===== config.mk =====
export PLATFORM = sky130hd
export DESIGN_NAME = autoshift_ctrl
export DESIGN_NICKNAME = d
export VERILOG_FILES = /design/src/rtl/autoshift_pkg.sv /design/src/rtl/autoshift_repeater.sv /design/src/rtl/autoshift_arbiter.sv /design/src/rtl/autoshift_drop_guard.sv /design/src/rtl/autoshift_ctrl.sv
export SDC_FILE = /design/constraint.sdc
export NUM_CORES = 1
export LEC_CHECK = 0
export BUFFER_PORTS_ARGS = -buffer_cell sky130_fd_sc_hd__buf_2
export CAP_MARGIN = 0
export CORE_UTILIZATION = 42
export CTS_CLUSTER_SIZE = 40
export DETAILED_ROUTE_END_ITERATION = 10
export PLACE_DENSITY_LB_ADDON = 0.15
export SLEW_MARGIN = 10
export SYNTH_ARGS = -nofsm -noshare
export SYNTH_HDL_FRONTEND = slang
export SYNTH_SLANG_ARGS = --single-unit

===== constraint.sdc =====
create_clock -name clk -period 3.02 [get_ports clk]
set_clock_uncertainty 0.1 [all_clocks]
set_input_delay 0.604 -clock clk [delete_from_list [all_inputs] [get_ports clk]]
set_output_delay 0.604 -clock clk [all_outputs]
set_load 0.05 [all_outputs]

===== src/rtl/autoshift_pkg.sv =====
package autoshift_pkg;
  typedef enum logic [1:0] {
    HDIR_NONE  = 2'd0,
    HDIR_LEFT  = 2'd1,
    HDIR_RIGHT = 2'd2
  } hdir_e;
endpackage


===== src/rtl/autoshift_repeater.sv =====
// Frame-counted repeat timer: a restart loads the first interval, then each
// expiry fires and reloads the steady interval. Counts of 0 or 1 fire every tick.
module autoshift_repeater #(
  parameter int W = 8
) (
  input  logic         clk,
  input  logic         rst_n,
  input  logic         tick,
  input  logic         restart,
  input  logic         run,
  input  logic [W-1:0] first_len,
  input  logic [W-1:0] period,
  output logic         fire
);
  logic [W-1:0] cnt_q;
  logic         due;

  assign due  = (cnt_q <= W'(1));
  assign fire = tick && !restart && run && due;

  always_ff @(posedge clk or negedge rst_n) begin
    if (!rst_n) begin
      cnt_q <= '0;
    end else if (tick) begin
      if (restart) begin
        cnt_q <= first_len;
      end else if (run) begin
        if (due) cnt_q <= period;
        else     cnt_q <= cnt_q - W'(1);
      end
    end
  end
endmodule


===== src/rtl/autoshift_arbiter.sv =====
// Horizontal direction arbiter: last fresh press wins, left on a tie,
// handover to the opposite held key when the active one is released.
module autoshift_arbiter
  import autoshift_pkg::*;
(
  input  logic  clk,
  input  logic  rst_n,
  input  logic  tick,
  input  logic  lvl_l,
  input  logic  lvl_r,
  input  logic  prev_l,
  input  logic  prev_r,
  output hdir_e dir_nxt,
  output logic  fresh,
  output logic  handover
);
  hdir_e dir_q;
  logic  edge_l, edge_r;

  assign edge_l = lvl_l && !prev_l;
  assign edge_r = lvl_r && !prev_r;

  always_comb begin
    dir_nxt  = dir_q;
    fresh    = 1'b0;
    handover = 1'b0;
    if (edge_l) begin
      dir_nxt = HDIR_LEFT;
      fresh   = 1'b1;
    end else if (edge_r) begin
      dir_nxt = HDIR_RIGHT;
      fresh   = 1'b1;
    end else begin
      case (dir_q)
        HDIR_LEFT: if (!lvl_l) begin
          if (lvl_r) begin
            dir_nxt  = HDIR_RIGHT;
            handover = 1'b1;
          end else begin
            dir_nxt = HDIR_NONE;
          end
        end
        HDIR_RIGHT: if (!lvl_r) begin
          if (lvl_l) begin
            dir_nxt  = HDIR_LEFT;
            handover = 1'b1;
          end else begin
            dir_nxt = HDIR_NONE;
          end
        end
        default: dir_nxt = HDIR_NONE;
      endcase
    end
  end

  always_ff @(posedge clk or negedge rst_n) begin
    if (!rst_n)    dir_q <= HDIR_NONE;
    else if (tick) dir_q <= dir_nxt;
  end
endmodule


===== src/rtl/autoshift_drop_guard.sv =====
// Hard-drop guard: a spawn strobe opens a window of a programmable number of
// frame ticks during which hard-drop presses are discarded.
module autoshift_drop_guard #(
  parameter int W = 8
) (
  input  logic         clk,
  input  logic         rst_n,
  input  logic         tick,
  input  logic         spawn,
  input  logic [W-1:0] guard_len,
  output logic         allow
);
  logic [W-1:0] cnt_q;
  logic         len_nz;

  assign len_nz = (guard_len != '0);
  assign allow  = spawn ? !len_nz : (cnt_q == '0);

  always_ff @(posedge clk or negedge rst_n) begin
    if (!rst_n) begin
      cnt_q <= '0;
    end else if (spawn) begin
      cnt_q <= (tick && len_nz) ? guard_len - W'(1) : guard_len;
    end else if (tick && cnt_q != '0) begin
      cnt_q <= cnt_q - W'(1);
    end
  end
endmodule


===== src/rtl/autoshift_ctrl.sv =====
module autoshift_ctrl
  import autoshift_pkg::*;
#(
  parameter int W = 8
) (
  input  logic         clk,
  input  logic         rst_n,
  input  logic         frame_tick,
  input  logic         key_left,
  input  logic         key_right,
  input  logic         key_soft,
  input  logic         key_hard,
  input  logic         piece_spawn,
  input  logic [W-1:0] das_frames,
  input  logic [W-1:0] arr_frames,
  input  logic [W-1:0] sdf_frames,
  input  logic [W-1:0] dcd_frames,
  output logic         move_left,
  output logic         move_right,
  output logic         soft_step,
  output logic         hard_drop
);
  localparam int NKEY = 4;

  logic [NKEY-1:0] lvl, prev_q;
  logic            edge_s, edge_h;
  hdir_e           dir_nxt;
  logic            h_fresh, h_handover, h_fire, h_run;
  logic            s_fire, hard_ok, h_move;

  assign lvl    = {key_hard, key_soft, key_right, key_left};
  assign edge_s = key_soft && !prev_q[2];
  assign edge_h = key_hard && !prev_q[3];

  // Previous-frame levels, captured on every frame tick
  always_ff @(posedge clk or negedge rst_n) begin
    if (!rst_n)          prev_q <= '0;
    else if (frame_tick) prev_q <= lvl;
  end

  autoshift_arbiter u_arb (
    .clk      (clk),
    .rst_n    (rst_n),
    .tick     (frame_tick),
    .lvl_l    (key_left),
    .lvl_r    (key_right),
    .prev_l   (prev_q[0]),
    .prev_r   (prev_q[1]),
    .dir_nxt  (dir_nxt),
    .fresh    (h_fresh),
    .handover (h_handover)
  );

  assign h_run = (dir_nxt != HDIR_NONE);

  autoshift_repeater #(.W(W)) u_hrep (
    .clk       (clk),
    .rst_n     (rst_n),
    .tick      (frame_tick),
    .restart   (h_fresh || h_handover),
    .run       (h_run),
    .first_len (das_frames),
    .period    (arr_frames),
    .fire      (h_fire)
  );

  autoshift_repeater #(.W(W)) u_srep (
    .clk       (clk),
    .rst_n     (rst_n),
    .tick      (frame_tick),
    .restart   (edge_s),
    .run       (key_soft),
    .first_len (sdf_frames),
    .period    (sdf_frames),
    .fire      (s_fire)
  );

  autoshift_drop_guard #(.W(W)) u_guard (
    .clk       (clk),
    .rst_n     (rst_n),
    .tick      (frame_tick),
    .spawn     (piece_spawn),
    .guard_len (dcd_frames),
    .allow     (hard_ok)
  );

  assign h_move = frame_tick && (h_fresh || h_fire);

  always_ff @(posedge clk or negedge rst_n) begin
    if (!rst_n) begin
      move_left  <= 1'b0;
      move_right <= 1'b0;
      soft_step  <= 1'b0;
      hard_drop  <= 1'b0;
    end else begin
      move_left  <= h_move && (dir_nxt == HDIR_LEFT);
      move_right <= h_move && (dir_nxt == HDIR_RIGHT);
      soft_step  <= frame_tick && (edge_s || s_fire);
      hard_drop  <= frame_tick && edge_h && hard_ok;
    end
  end
endmodule


==> run_results.csv <==
group,metric,value,unit
floorplan,ioPinCount,44,
flow_run,cap_violations,0,
sta,rsz0062_at_grt,"no",
logic_synthesis,yosys_warnings,0,
cts,cts_root_buf,"clkbuf_8",
sta,setup_tns,0,ns
detailed_routing,vias_per_cell,5.603,
worst_hold_path,hp-class,"in -> async",
logic_synthesis,ys_seq_area_share,34.50,%
sta,fmax,398.6,MHz
critical_path,r2r-start,"u_arb.dir_q[0]",
cells_and_area,num_antenna_cells,0,
grt,overflow,0,
cts,clk_pin_slew,0.08,ns
cells_and_area,finalNetCount,377,
detailed_routing,drtAntennaViolNets,0,
cts,cts_sinks,34,
sta,relSlewSlack,33.29,%
floorplan,core,5574,µm²
critical_path,critical_path_class,"reg -> reg",
cells_and_area,drive_gt1_share,20.25,%
grt,grt_start_max_net_pins,35,
critical_path,cp.required,3.09,ns
sta,drv_slew,0,
cells_and_area,syn_to_final_growth,16.39,%
logic_synthesis,ys_seq_elements,34,
outcome,outcome,"finished clean",
cts,cts_buffers,5,
sta,min_period,2.509,ns
logic_synthesis,avgSynthCellArea,8.653,µm²
critical_path,endpoint_kind,"register",
logic_synthesis,synth.cell_area,2466,µm²
logic_synthesis,synth_cells,285,
cts,cts_hold_buf,0,
placement,place.gp.congestion,0.8950,
critical_path,start_kind,"register",
cts,htreeDepth,2,
placement,hpwl,4.056,mm
logic_synthesis,synth_edf_count,0,
grt,grt_pass1_vias,2127,
logic_synthesis,synth_nets,337,
critical_path,arrival,2.58,ns
sta,worst_pin_slew,1.001,ns
sta,period_share,83.08,%
floorplan,die_x,78.63,µm
floorplan,fp.dieH,78.63,µm
detailed_routing,drt-total-wl,5.638,mm
detailed_routing,drt_pass1_iterations,4,
placement,portBuffers,43,
detailed_routing,drc,0,
cts,clk_path_buf_depth,2,
grt,antenna_found_initial,0,
cts,cts_setup_buffers,0,
detailed_routing,vias,2230,
sta,whs,0.2771,ns
cts,cts_resized,0,
critical_path,startpoint,"u_arb.dir_q[0]",
sta,hold_viol,0,
cells_and_area,nFillCells,549,
cells_and_area,final_common_cell,"buf_2",
grt,grt_use_total,19.89,%
logic_synthesis,yosysUniqueCellTypes,60,
placement,dp_worst_setup_slack,0.5236,ns
power,p_per_area,621.6,nW/µm²
floorplan,fp-row-count,27,
grt,grt_first_pass_wirelength,9.680,mm
sta,setup_slack,0.5109,ns
floorplan,initial_core_util,44.24,%
logic_synthesis,synthArstFlopShare,100.0,%
logic_synthesis,ys.flop_type,"dfrtp_1",
power,p_leak,1.236,nW
cells_and_area,layout_common_cells,"buf_2 (43), dfrtp_1 (34), inv_1 (22), nand2_1 (22), o21ai_0 (22)",
sta,setup_violations,0,
detailed_routing,routedWlPerCell,14.17,µm
cts,clkLatencyLatePin,0.29,ns
critical_path,cp_max_fo,11,
detailed_routing,drt_iter0_drc,99,
cts,cts_tree,"done",
floorplan,dieArea,6182,µm²
power,ir_drop,261.8,µV
-- registers in the layout, indices dropped and copies added, names as in the netlist --
register	flops
u_srep.cnt_q	8
hard_drop	1
soft_step	1
move_left	1
u_arb.dir_q	2
u_guard.cnt_q	8
u_hrep.cnt_q	8
move_right	1
prev_q	4
-- synthesized netlist by cell type, drive strengths merged, types with 2 or more instances --
| cell type | number | area share, % |
|---|---|---|
| nor2b | 3 | 0.76 |
| or4b | 2 | 0.81 |
| or3 | 6 | 1.7 |
| o2bb2ai | 2 | 0.71 |
| nor3b | 3 | 1.3 |
| nor4 | 7 | 2.0 |
| a22o | 2 | 0.71 |
| nand2 | 22 | 3.3 |
| nand2b | 2 | 0.51 |
| a32oi | 3 | 1.1 |
| xor2 | 8 | 2.8 |
| nor3 | 18 | 3.7 |
| buf | 6 | 1.4 |
| o21a | 3 | 0.91 |
| clkbuf | 7 | 1.1 |
| a31oi | 6 | 1.5 |
| xnor2 | 2 | 0.71 |
| o221ai | 2 | 0.71 |
| mux2 | 4 | 1.8 |
| a211oi | 4 | 1.2 |
| o31ai | 2 | 0.61 |
| o22ai | 2 | 0.51 |
| o21ai | 27 | 5.5 |
| and2 | 2 | 0.51 |
| nand3 | 2 | 0.41 |
| dfrtp | 34 | 35 |
| mux2i | 5 | 2.0 |
| inv | 22 | 3.3 |
| nor2 | 17 | 2.6 |
| a21oi | 17 | 3.4 |
| nor4b | 3 | 1.7 |
| o32ai | 2 | 1.0 |
| or4 | 4 | 1.2 |
| o221a | 4 | 1.8 |
| ha | 12 | 6.1 |
| nand4 | 5 | 1.3 |
-- final cells by class --
cell class                      count  area (µm²)  share of cell area, %
Sequential cell                    34       850.8                  29.64
Tap cell                           72       90.09                  3.139
Inverter                           22       82.58                  2.877
Clock inverter                      3       68.82                  2.398
Timing Repair Buffer               46       237.7                  8.282
Multi-Input combinational cell    216        1471                  51.26
Clock buffer                        5       68.82                  2.398
-- logic make-up after synthesis --
kind of cell / Yosys count / synth area share [%]
buffers and inverters: 35 / 5.835
flip-flops: 34 / 34.50
adder cells (fa/ha/maj): 12 / 6.088
AND/OR/NAND/NOR: 101 / 23.64
multiplexers: 9 / 3.856
AO/OA/AOI/OAI: 84 / 22.53
XOR/XNOR: 10 / 3.552
-- layer usage --
metal | track usage (%) | part of all wire (%)
met1 | 26.42 | 49
met5 | 0 | 0
met3 | 4.419 | 3.8
met4 | 5.741 | 1.1
met2 | 32.09 | 46
-- per-stage QoR --
stage                     total power [mW]  instances  cell area, µm²  utilization, %
after detailed placement             1.271        390            2733           49.02
after floorplan                      1.118        285            2466               -
after global placement               1.259        390            2733           49.02
after CTS                            1.797        398            2870           51.49
after global routing                 1.926        398            2870           51.49
final                                1.784        398            2870           51.49
-- worst paths after layout --
path                       slack, ns               to  cells after the start
max in group asynchronous       2.03  u_hrep.cnt_q[0]                      1
max                             0.51  u_hrep.cnt_q[1]                      6
min                             0.28  u_srep.cnt_q[0]                      1
min in group clk                0.32        hard_drop                      1
min reg2reg                     0.32        hard_drop                      1
max reg2reg                     0.51  u_hrep.cnt_q[1]                      6
-- power by group --
part	internal, mW	total (mW)	switching (mW)	leakage (nW)
clock	0.331	0.518	0.187	0.0683
sequential	0.560	0.693	0.133	0.406
combinational	0.243	0.572	0.329	0.762
total	1.13	1.78	0.650	1.24
-- critical path, cell delays in order (launching register included) --
cell and delay [ns]:
dfrtp_1 0.41, inv_1 0.08, ha_1 0.34, and4bb_1 0.24
or4_1 0.68, o21a_1 0.29, o221a_1 0.24
No activity file was read; power rests on OpenSTA's default activity.
